**src/rtl/ebus_pkg.sv**
```systemverilog
package ebus_pkg;
  localparam int NUM_SEL = 5;
  localparam int SEL_W   = 3;

  typedef enum logic [1:0] {
    ST_OWN      = 2'd0,
    ST_DISABLE  = 2'd1,
    ST_GRANTED  = 2'd2,
    ST_REENABLE = 2'd3
  } own_state_t;
endpackage

```
**src/rtl/ebus_req_sync.sv**
```systemverilog
module ebus_req_sync #(
  parameter int STAGES = 2
) (
  input  logic clk,
  input  logic rst_n,
  input  logic req_n_async,
  output logic req_active
);
  logic [STAGES-1:0] chain;

  // shift chain resets to the inactive (high) level
  always_ff @(posedge clk or negedge rst_n) begin
    if (!rst_n) chain <= '1;
    else        chain <= {chain[STAGES-2:0], req_n_async};
  end

  assign req_active = ~chain[STAGES-1];
endmodule

```
**src/rtl/ebus_own_fsm.sv**
```systemverilog
module ebus_own_fsm
  import ebus_pkg::*;
(
  input  logic       clk,
  input  logic       rst_n,
  input  logic       req_active,
  input  logic       access_busy,
  output own_state_t state,
  output logic       grant_n,
  output logic       drive
);
  own_state_t nxt;

  always_comb begin
    nxt = state;
    unique case (state)
      ST_OWN:      if (req_active && !access_busy) nxt = ST_DISABLE;
      ST_DISABLE:  nxt = ST_GRANTED;
      ST_GRANTED:  if (!req_active) nxt = ST_REENABLE;
      ST_REENABLE: nxt = ST_OWN;
      default:     nxt = ST_OWN;
    endcase
  end

  always_ff @(posedge clk or negedge rst_n) begin
    if (!rst_n) state <= ST_OWN;
    else        state <= nxt;
  end

  // outputs decoded straight from the state flops
  assign grant_n = (state != ST_GRANTED);
  assign drive   = (state == ST_OWN);
endmodule

```
**src/rtl/ebus_access_eng.sv**
```systemverilog
module ebus_access_eng
  import ebus_pkg::*;
#(
  parameter int ACC_LEN = 3,
  parameter int ADDR_W  = 16
) (
  input  logic               clk,
  input  logic               rst_n,
  input  logic               allow,
  input  logic               in_valid,
  input  logic [SEL_W-1:0]   in_sel,
  input  logic               in_wr,
  input  logic [ADDR_W-1:0]  in_addr,
  output logic               in_ready,
  output logic               busy,
  output logic               done,
  output logic [NUM_SEL-1:0] sel_n,
  output logic               rd_n,
  output logic               wr_n,
  output logic [ADDR_W-1:0]  addr
);
  localparam int CW = (ACC_LEN > 1) ? $clog2(ACC_LEN) : 1;
  localparam logic [CW-1:0] LOAD = CW'(ACC_LEN - 1);

  logic [CW-1:0]     cnt;
  logic [SEL_W-1:0]  cur_sel;
  logic              cur_wr;
  logic [ADDR_W-1:0] cur_addr;
  logic              take;

  assign in_ready = allow && !busy;
  assign take     = in_valid && in_ready;

  always_ff @(posedge clk or negedge rst_n) begin
    if (!rst_n) begin
      busy     <= 1'b0;
      done     <= 1'b0;
      cnt      <= '0;
      cur_sel  <= '0;
      cur_wr   <= 1'b0;
      cur_addr <= '0;
    end else begin
      done <= 1'b0;
      if (take) begin
        busy     <= 1'b1;
        cnt      <= LOAD;
        cur_sel  <= in_sel;
        cur_wr   <= in_wr;
        cur_addr <= in_addr;
      end else if (busy) begin
        if (cnt == '0) begin
          busy <= 1'b0;
          done <= 1'b1;
        end else begin
          cnt <= cnt - 1'b1;
        end
      end
    end
  end

  // one decoder slice per memory select
  for (genvar g = 0; g < NUM_SEL; g++) begin : g_sel
    assign sel_n[g] = !(busy && (cur_sel == SEL_W'(g)));
  end

  assign rd_n = !(busy && !cur_wr);
  assign wr_n = !(busy && cur_wr);
  assign addr = busy ? cur_addr : '0;
endmodule

```
**src/rtl/ext_bus_yield.sv**
```systemverilog
module ext_bus_yield
  import ebus_pkg::*;
#(
  parameter int SYNC_STAGES = 2,
  parameter int ACC_LEN     = 3,
  parameter int ADDR_W      = 16
) (
  input  logic              clk,
  input  logic              rst_n,
  input  logic              bus_req_n,
  output logic              bus_grant_n,
  output logic              bus_hung_n,
  output logic              bus_drive,
  output logic [4:0]        bus_sel_n,
  output logic              bus_rd_n,
  output logic              bus_wr_n,
  output logic [ADDR_W-1:0] bus_addr,
  input  logic              core_valid,
  output logic              core_ready,
  input  logic [2:0]        core_sel,
  input  logic              core_wr,
  input  logic [ADDR_W-1:0] core_addr,
  output logic              core_done
);
  logic               req_active;
  logic               busy;
  logic               allow;
  own_state_t         state;
  logic [NUM_SEL-1:0] raw_sel_n;
  logic               raw_rd_n;
  logic               raw_wr_n;
  logic [ADDR_W-1:0]  raw_addr;

  ebus_req_sync #(.STAGES(SYNC_STAGES)) u_sync (
    .clk         (clk),
    .rst_n       (rst_n),
    .req_n_async (bus_req_n),
    .req_active  (req_active)
  );

  ebus_own_fsm u_fsm (
    .clk         (clk),
    .rst_n       (rst_n),
    .req_active  (req_active),
    .access_busy (busy),
    .state       (state),
    .grant_n     (bus_grant_n),
    .drive       (bus_drive)
  );

  // new accesses only while owning and no yield is pending
  assign allow = (state == ST_OWN) && !req_active;

  ebus_access_eng #(.ACC_LEN(ACC_LEN), .ADDR_W(ADDR_W)) u_eng (
    .clk      (clk),
    .rst_n    (rst_n),
    .allow    (allow),
    .in_valid (core_valid),
    .in_sel   (core_sel),
    .in_wr    (core_wr),
    .in_addr  (core_addr),
    .in_ready (core_ready),
    .busy     (busy),
    .done     (core_done),
    .sel_n    (raw_sel_n),
    .rd_n     (raw_rd_n),
    .wr_n     (raw_wr_n),
    .addr     (raw_addr)
  );

  assign bus_sel_n  = bus_drive ? raw_sel_n : '1;
  assign bus_rd_n   = bus_drive ? raw_rd_n  : 1'b1;
  assign bus_wr_n   = bus_drive ? raw_wr_n  : 1'b1;
  assign bus_addr   = bus_drive ? raw_addr  : '0;
  assign bus_hung_n = !((state == ST_GRANTED) && core_valid);
endmodule

```
**config.mk**
```make
export PLATFORM = sky130hd
export DESIGN_NAME = ext_bus_yield
export DESIGN_NICKNAME = d
export VERILOG_FILES = /design/src/rtl/ebus_pkg.sv /design/src/rtl/ebus_req_sync.sv /design/src/rtl/ebus_own_fsm.sv /design/src/rtl/ebus_access_eng.sv /design/src/rtl/ext_bus_yield.sv
export SDC_FILE = /design/constraint.sdc
export NUM_CORES = 1
export LEC_CHECK = 0
export ABC_AREA = 1
export CORE_MARGIN = 3
export CORE_UTILIZATION = 43
export DETAILED_ROUTE_END_ITERATION = 6
export DONT_BUFFER_PORTS = 1
export SLEW_MARGIN = 5
export SYNTH_ARGS = -nofsm -noshare
export SYNTH_HDL_FRONTEND = slang
export SYNTH_SLANG_ARGS = --single-unit
```
**constraint.sdc**
```tcl
create_clock -name clk -period 3.3 [get_ports clk]
set_clock_uncertainty 0.15 [all_clocks]
set_input_delay 0.66 -clock clk [delete_from_list [all_inputs] [get_ports clk]]
set_output_delay 0.66 -clock clk [all_outputs]
set_load 0.05 [all_outputs]
```
* Yosys cells after proc, flatten, opt, wreduce, memory -nomap -nowiden
Index checks and enable logic that the tools add are counted.
** Operators by class
- Bitwise operators :: 1
- $add $sub $neg :: 1
- Reduce and logical (&&, ||, !) cells :: 28
- Muxes and demuxes :: 17
- Eq/ne operators :: 11
** Operators by type and width (number)
- 16-bit two-way mux :: 2
- 1-bit logical AND :: 12
- 1-bit logical NOT :: 10
- 2-bit two-way mux :: 5
- 1-bit two-way mux :: 8
- 2-bit case mux with 4 select lines :: 1
- 3-bit by 2-bit equality test with 1-bit output, second input constant :: 2
- 2-bit by 1-bit inequality test with 1-bit output, second input constant :: 3
- 5-bit two-way mux :: 1
- 2-bit equality test, second input constant :: 2
- 2-bit logical NOT :: 2
- 2-bit AND reduction :: 2
- 3-bit by 1-bit equality test with 1-bit output, second input constant :: 1
- 3-bit equality test, second input constant :: 1
- 3-bit logical NOT :: 1
- 2-bit by 1-bit equality test with 1-bit output, second input constant :: 1
- 2-bit inequality test, second input constant :: 1
- 2-bit nonzero test :: 1
- 2-bit by 1-bit subtractor with 2-bit output, second input constant :: 1
- 1-bit NOT :: 1
** Storage, ports and cells
- Word-level logic and storage cells :: 66
- Output and inout bits :: 28
- Bits in registers :: 28

* Logic depth before layout (Yosys ltp)
Gate-level depths: netlist of the first run.
- Word-level depth :: 6
- Depth in mapped cells :: 8

* Cells and area by module
Synthesis of the first run repeated with hierarchy kept, for this count alone.
** Second synthesis, totals
- Cell total of the unflattened synthesis :: 231
- Area total of the unflattened synthesis :: 1646.6 µm²
** By module, submodules not included
- ebus_access_eng :: cells each 155, times used 1, area each 1226.2 µm², sequential area each 600.6 µm²
- ext_bus_yield :: cells each 53, times used 1, area each 215.2 µm², sequential area each 0.0 µm²
- ebus_own_fsm :: cells each 20, times used 1, area each 148.9 µm², sequential area each 50.0 µm²
- ebus_req_sync :: cells each 3, times used 1, area each 56.3 µm², sequential area each 52.6 µm²

* Worst setup path before layout of the first run
OpenSTA, ideal clock, no wires.
- Kind :: register to output
- From :: register u_fsm.state[0]
- To :: output bus_addr[0]
- Cell stages (with the launch flop) :: 6
- Required time :: 2.490 ns
- Arrival time :: 1.944 ns
- Path slack :: 0.546 ns
- Path buffers :: 1
- Path through :: dfrtp_1 > inv_1 > ha_1 > nand2_1 > buf_2 > nor2_1
** Between the ends
- Longest elaborated chain between the ends :: 2
** RTL lines
- start, declared :: line ebus_own_fsm.sv:8 : output own_state_t state,
- start signal, assigned :: line ebus_own_fsm.sv:27 : else state <= nxt;
- 2-bit logical NOT :: line ebus_own_fsm.sv:32 : assign drive = (state == ST_OWN);
- net bus_drive :: line ext_bus_yield.sv:13 : output logic bus_drive,
- 16-bit two-way mux :: line ext_bus_yield.sv:74 : assign bus_addr = bus_drive ? raw_addr : '0;
- end, declared :: line ext_bus_yield.sv:17 : output logic [ADDR_W-1:0] bus_addr,
The timed path passes the listed nets, and every way through them passes these cells.

* Final worst setup path of the first run
- From :: register u_fsm.state[1]
- To :: output core_ready
** Between the ends
- Longest elaborated chain between the ends :: 3
** RTL lines
- 2-bit logical NOT :: line ext_bus_yield.sv:52 : assign allow = (state == ST_OWN) && !req_active;
- 1-bit logical AND :: line ext_bus_yield.sv:52
- 1-bit logical AND :: line ebus_access_eng.sv:31 : assign in_ready = allow && !busy;
- end, declared :: line ext_bus_yield.sv:19 : output logic core_ready,
No other way between the ends.

==> summary.txt, run 1 <==
STA
  • Hold violation count in the final report: 0
  • Endpoints failing setup: 0
  • Pins Over Slew Limit: 0
  • Fmax: 358 MHz
  • Final worst path period share: 84.7%
  • Slew margin rel.: 51.3%
  • RSZ-0062 raised after global routing: no
  • Post-layout worst setup margin: 0.506 ns
  • Actual slew at the worst max-slew pin: 0.729 ns
  • Setup TNS: 0 ns
  • Min Clock Period, post-route: 2.79 ns

Setup path
  • Startpoint Class: register
  • CP Max Fanout: 5
  • Worst setup EP type: output port
  • Crit path kind: register to output port
  • Arr. time, crit path: 1.98 ns
  • Required time worst endpoint: 2.49 ns

Power
  • Power Density: 915 mW/mm²
  • Pleak: 0.911 nW
  • VDD IR max: 0.000395 V
  • Total design power: 0.00148 W

Synth
  • Post-synthesis cell count: 181
  • Flops & latches, synth: 28
  • Synth Area in Compound Gates: 0.363%
  • YS warnings: 0
  • Mux cell area share after synthesis: 0%
  • Post-synthesis sequential area ratio: 51.0%
  • Syn Std Cell Area: 0.00138 mm²
  • Post-synthesis cell type count: 18
  • Post-Synth Adder-Cell Area: 3.63%
  • Main combinational cell family by area after synthesis: simple AND/OR/NAND/NOR gates
  • Simple-gate portion of the synthesized area: 34.2%
  • Mapped Nets: 209
  • Synth Area in XOR/XNOR: 0%
  • Mapped Avg Cell Area: 7.61 µm²

GRT
  • Met2 Resource Use GR: 29.7%
  • GRT Util Overall: 17.4%
  • First-pass GRT wire length: 5510 µm
  • Initial antenna violation count: 0
  • Vias in the first global route: 1145
  • Largest net degree at the start of global routing: 27
  • Global route hottest layer: met2
  • Met1 Use GR: 23.0%
  • GRT met3 Usage: 3.06%
  • Grt ovf: 0

Drt
  • Drt via density: 4.83
  • Final antenna-violating net count: 0
  • Final WL: 3220 µm
  • WL/cell: 13.2 µm
  • DRC: 0
  • Drt first pass iters: 6
  • Iter 0 DRT Violations: 89
  • Vias: 1174

Floorplanning
  • Die X: 62.6 µm
  • Die Area: 0.00392 mm²
  • Row count: 19
  • Ports: 52
  • Die Y-Extent: 62.6 µm
  • CORE AREA: 0.00290 mm²
  • Initial core utilization: 47.5%

Cells and area
  • Area delta synth->final: 17.7%
  • Design area: 0.00162 mm²
  • Commonest non-fill, non-tap cells in the layout: 59 x nand2_1, 27 x nand3_1, 26 x inv_1, 26 x dfrtp_1, 23 x buf_4
  • Final #Nets: 230
  • Commonest non-fill, non-tap cell in the layout: nand2_1
  • Share of cells above drive strength 1: 17.4%
  • N_diodes: 0
  • Number of fill cells: 301

Place
  • Area after DPL: 0.00156 mm²
  • Port buffer count: 0
  • GP Congestion: 0.707
  • Worst slack, placed: 0.738 ns
  • Post-DP HPWL: 2310 µm

Clock network
  • # clock sinks: 28
  • Root buffer cell: clkbuf_4
  • Reg clk slew, reported paths: 0.14 ns
  • Clk Latency, worst-skew pair: 0.31 ns
  • Htree depth: 1
  • CTS tree: done
  • Number of CTS-inserted buffers: 3
  • Post-CTS setup buffer count: 0
  • Clock buffer depth: 2

Status
  • Status: complete, no violations

Job
  • Max-cap viol count: 0

Min path
  • Worst min path class: primary input to register
-- flip-flops by register name, summed over array words and instances, names as in the netlist --
register,cells
u_eng.cur_addr,16
u_eng.cur_sel,3
u_eng.cnt,2
u_fsm.state,2
u_sync.chain,2
u_eng.busy,1
u_eng.cur_wr,1
u_eng.done,1
-- where the power goes --
group | total, W | internal [W] | switching, W
registers | 0.000594 | 0.000489 | 0.000104
clock network | 0.000164 | 0.0000674 | 0.0000967
logic | 0.000726 | 0.000212 | 0.000513
total | 0.00148 | 0.000769 | 0.000714
-- path summary, 6_finish.rpt --
check / start / endpoint / slack [ns] / depth (start not counted)
setup reg to reg: u_fsm.state[1] / u_eng.cur_sel[1] / 0.73 / 8
hold reg to reg: u_sync.chain[0] / u_sync.chain[1] / 0.22 / 0
max in group asynchronous: rst_n / u_eng.cnt[1] / 2.11 / 2
setup / recovery: u_fsm.state[1] / core_ready / 0.51 / 5
min in group asynchronous: rst_n / u_sync.chain[1] / 0.73 / 1
hold / removal: bus_req_n / u_sync.chain[0] / 0.17 / 0
-- metrics by stage --
stage / hold WS, ns / util, % / cells
4_1_cts: 0.159 / 55.9 / 243
5_1_grt: 0.128 / 55.9 / 243
3_3_place_gp: 0.198 / 53.6 / 237
6_report: 0.169 / 55.9 / 243
3_5_place_dp: 0.199 / 53.6 / 237
2_1_floorplan: 0.195 / - / 181
-- metal layers --
metal	vias up	wire (µm)
li1	585	-
met1	538	1420
met2	49	1590
met3	2	193
met4	0	17
met5	-	0
-- what timing repair did --
action                    CTS  global route
hold buffers                2             0
hold endpoints to repair   26             0
resized for setup           0             0
-- critical path, cell delays in order, from the launching register on --
cell	delay [ns]
dfrtp_1	0.43
inv_1	0.10
ha_1	0.18
buf_4	0.21
nand2_1	0.15
nor2_2	0.59
-- kinds of logic (layout without fill, tap and decap cells) --
logic type / count (synthesis) / count (layout)
adders and majority gates: 4 / 4
AOI/OAI and AO/OA: 1 / 1
buffers and inverters: 36 / 56
and+or+nand+nor: 112 / 112
DFF: 28 / 28
-- final cells by class --
type | count | area (µm²) | share of cell area (%)
Multi-Input combinational cell | 117 | 526 | 32.4
Tap cell | 42 | 52.6 | 3.24
Clock buffer | 4 | 36.3 | 2.24
Timing Repair Buffer | 25 | 203 | 12.5
Inverter | 27 | 101 | 6.25
Sequential cell | 28 | 703 | 43.4
-- synth_stat cells (all sizes together) --
master,number,area share [%]
o21ai,1,0.36
dfrtp,26,47
inv,27,7.4
nor2,21,6.1
nand2,60,17
nand4,1,0.45
or2,2,0.91
nor3,1,0.36
dfstp,2,3.8
buf,7,2.9
clkbuf,2,0.55
nand3,27,9.8
ha,4,3.6
Note: power is estimated with default switching activity, not from simulation.
==> inputs of run 2 (changes only) <==
--- a/config.mk
+++ b/config.mk
@@ -5,7 +5,7 @@
 export SDC_FILE = /design/constraint.sdc
 export NUM_CORES = 1
 export LEC_CHECK = 0
-export ABC_AREA = 1
+export ABC_AREA = 0
 export CORE_MARGIN = 3
 export CORE_UTILIZATION = 43
 export DETAILED_ROUTE_END_ITERATION = 6
==> constraint.sdc (replaced) <==
create_clock -name clk -period 2.25 [get_ports clk]
set_clock_uncertainty 0.15 [all_clocks]
set_input_delay 0.45 -clock clk [delete_from_list [all_inputs] [get_ports clk]]
set_output_delay 0.45 -clock clk [all_outputs]
set_load 0.05 [all_outputs]
==> run 2 against run 1 <==
Effect of this change: critical path depth unchanged; global-route usage decreased by 1.6 points; utilization increased by 3.1 points; final area increased by 4.6%; first-iteration DRC count decreased by 13%; total power increased by 51%; non-clock buffer count increased by 8; via count decreased by 23%; critical path type unchanged; highest routed layer unchanged.
==> summary.txt, run 2 <==
Drt
  • Iter 0 DRT Violations: 77
  • Final antenna-violating net count: 0
  • Vias: 909
  • Drt via density: 5.14
  • Final WL: 2920 µm
  • Drt first pass iters: 4
  • WL/cell: 16.5 µm
  • DRC: 0

Synth
  • Mapped Avg Cell Area: 13.0 µm²
  • YS warnings: 0
  • EDFF count, synth: 0
  • Synth async-reset ratio: 100%
  • Mapped Nets: 132
  • Syn Std Cell Area: 0.00135 mm²
  • Post-synthesis cell count: 104
  • Top FF cell, synth: dfrtp_1
  • Most numerous cell in the Yosys netlist: dfrtp_1
  • Most common library cells after synthesis: 26 x dfrtp_1, 18 x mux2_4, 16 x and3_1
  • Post-synth top area share: 48.1%
  • Post-synthesis sequential area ratio: 51.9%
  • Leading area contributor after synthesis: dfrtp_1
  • Top post-synthesis cells by area: dfrtp_1 48%, mux2_4 20%, and3_1 7.4%, dfstp_2 3.9%, ha_1 3.7%
  • Post-synthesis cell type count: 24
  • Flops & latches, synth: 28

Setup path
  • CP Max Fanout: 10
  • Crit-path max cell delay: 0.42 ns
  • Most frequent CP cell: buf_4
  • Crit-path cells: inv_2 -> ha_4 -> buf_4 -> and3_1 -> buf_4
  • Flop2flop setup slack: 0.43 ns
  • Worst R2R Path Depth: 5
  • Arr. time, crit path: 1.56 ns
  • R2R Path Start: u_fsm.state[1]
  • Required time worst endpoint: 1.65 ns
  • R2r endpoint: u_eng.cur_wr
  • Startpoint Class: register
  • Slowest cell on the critical path: dfrtp_1
  • Origin of the worst setup path: u_fsm.state[1]
  • Worst setup EP type: output port
  • Crit path kind: register to output port

Job
  • Max-cap viol count: 0

Cells and area
  • N_diodes: 0
  • Largest registers: u_eng.cur_addr x16, u_eng.cur_sel x3
  • Share of cells above drive strength 1: 48.9%
  • Area delta synth->final: 25.3%
  • Commonest non-fill, non-tap cell in the layout: buf_4
  • Final Core Density: 59.0%
  • Largest register FFs: 16
  • Largest Register: u_eng.cur_addr
  • Commonest non-fill, non-tap cells in the layout: 29 x buf_4, 26 x dfrtp_1, 18 x mux2_4, 16 x and3_1, 4 x nand2_1
  • Final #Nets: 164

Min path
  • Min-delay src: core_valid
  • Worst min path class: primary input to register
  • Hold-critical path depth: 1
  • Hold path endpoint: u_eng.cnt[0]

GRT
  • Vias in the first global route: 963
  • Grt ovf: 0
  • GRT Util Overall: 15.9%
  • Largest net degree at the start of global routing: 29
  • Initial antenna violation count: 0
  • First-pass GRT wire length: 4880 µm

Clock network
  • CTS tree: done
  • Reg clk slew, reported paths: 0.15 ns
  • # clock sinks: 28
  • Number of CTS-inserted buffers: 3
  • Clk Latency, worst-skew pair: 0.32 ns
  • Clock buffer depth: 2
  • Root buffer cell: clkbuf_4
  • Htree depth: 1

Power
  • Pleak: 0.912 nW
  • Power Density: 1320 mW/mm²
  • VDD IR max: 0.000648 V

STA
  • Slew margin rel.: 69.2%
  • Endpoints failing setup: 0
  • Final worst path period share: 95.9%
  • Hold violation count in the final report: 0
  • Actual slew at the worst max-slew pin: 0.460 ns
  • RSZ-0062 raised after global routing: no
  • Min Clock Period, post-route: 2.16 ns
  • Setup TNS: 0 ns
  • Pins Over Slew Limit: 0
  • Fmax: 463 MHz

Place
  • GP Congestion: 0.710
  • Port buffer count: 0
  • Post-DP HPWL: 2040 µm

Floorplanning
  • Die X: 62.1 µm
  • Die Y-Extent: 62.1 µm
  • Ports: 52
  • Row count: 19
  • CORE AREA: 0.00288 mm²
  • Initial core utilization: 47.1%
  • Die Area: 0.00386 mm²

Status
  • Status: complete, no violations
## run 2: cell count changes in the layout (fill, tap and decap cells not counted), moves of 6 or more
cell / delta
and3_1: +16
buf_4: +6
inv_1: -23
mux2_4: +18
nand2_1: -55
nand3_1: -25
nor2_1: -17
## run 2: critical path: cells and delay by family, from the launching register on
kind          cells  cell delay [ns]
fa+ha+maj         1             0.18
buf+inv           3             0.46
simple gates      1             0.17
flops             1             0.42
## run 2: final cells by class
| cell class | count | area, µm² |
|---|---|---|
| clock buffer | 4 | 36.3 |
| fill | 243 | 1180 |
| inverter | 5 | 18.8 |
| multi-input combinational | 65 | 617 |
| sequential | 28 | 703 |
| tap | 42 | 52.6 |
| timing repair buffer | 33 | 269 |
## run 2: through the flow
step	setup slack, ns	cell area (µm²)	total power, W	hold slack (ns)	instances
CTS	0.0355	1690	0.00224	0.0354	177
finish	0.0917	1700	0.00224	0.0449	177
global placement	0.287	1580	0.00187	0.00510	166
floorplan	0.000696	1370	0.00169	0.00441	104
global route	0.00234	1700	0.00239	0.0272	177
detailed placement	0.228	1580	0.00191	0.00521	166
## run 2: worst max path at each step
stage / endpoint / cells past startpoint
final: bus_addr[1] / 5
after global routing: bus_addr[14] / 5
after CTS: bus_sel_n[1] / 6
after detailed placement: bus_sel_n[1] / 6
after global placement: bus_addr[0] / 5
after floorplan: bus_sel_n[3] / 6
## run 2: kinds of logic after synthesis
logic type	Yosys count	synth area share [%]
simple gates	34	14.9
fa+ha+maj	4	3.70
flops	28	51.9
compound gates	5	2.22
xor+xnor	1	0.647
buf+inv	11	4.16
mux	21	22.5
## run 2: repair_timing
action,CTS,global route
gates resized for setup,4,2
setup buffers,4,0
setup endpoints to repair,6,4
hold buffers,3,0
endpoints found under the hold margin,29,0
pin swaps,2,1
cloned,0,0
## run 2: per-layer routing
| metal | vias up | GRT usage, % | share of wire [%] |
|---|---|---|---|
| met1 | 444 | 18.7 | 43 |
| met4 | 0 | 3.87 | 1.6 |
| li1 | 420 | - | - |
| met3 | 6 | 6.67 | 7.7 |
| met2 | 39 | 26.7 | 48 |
| met5 | - | 0 | 0 |
## run 2: report_power, final
part / switching [W] / internal [W] / leakage (nW)
sequential: 0.000172 / 0.000734 / 0.336
clock: 0.000140 / 0.0000989 / 0.0210
combinational: 0.000563 / 0.000530 / 0.555
total: 0.000875 / 0.00136 / 0.912
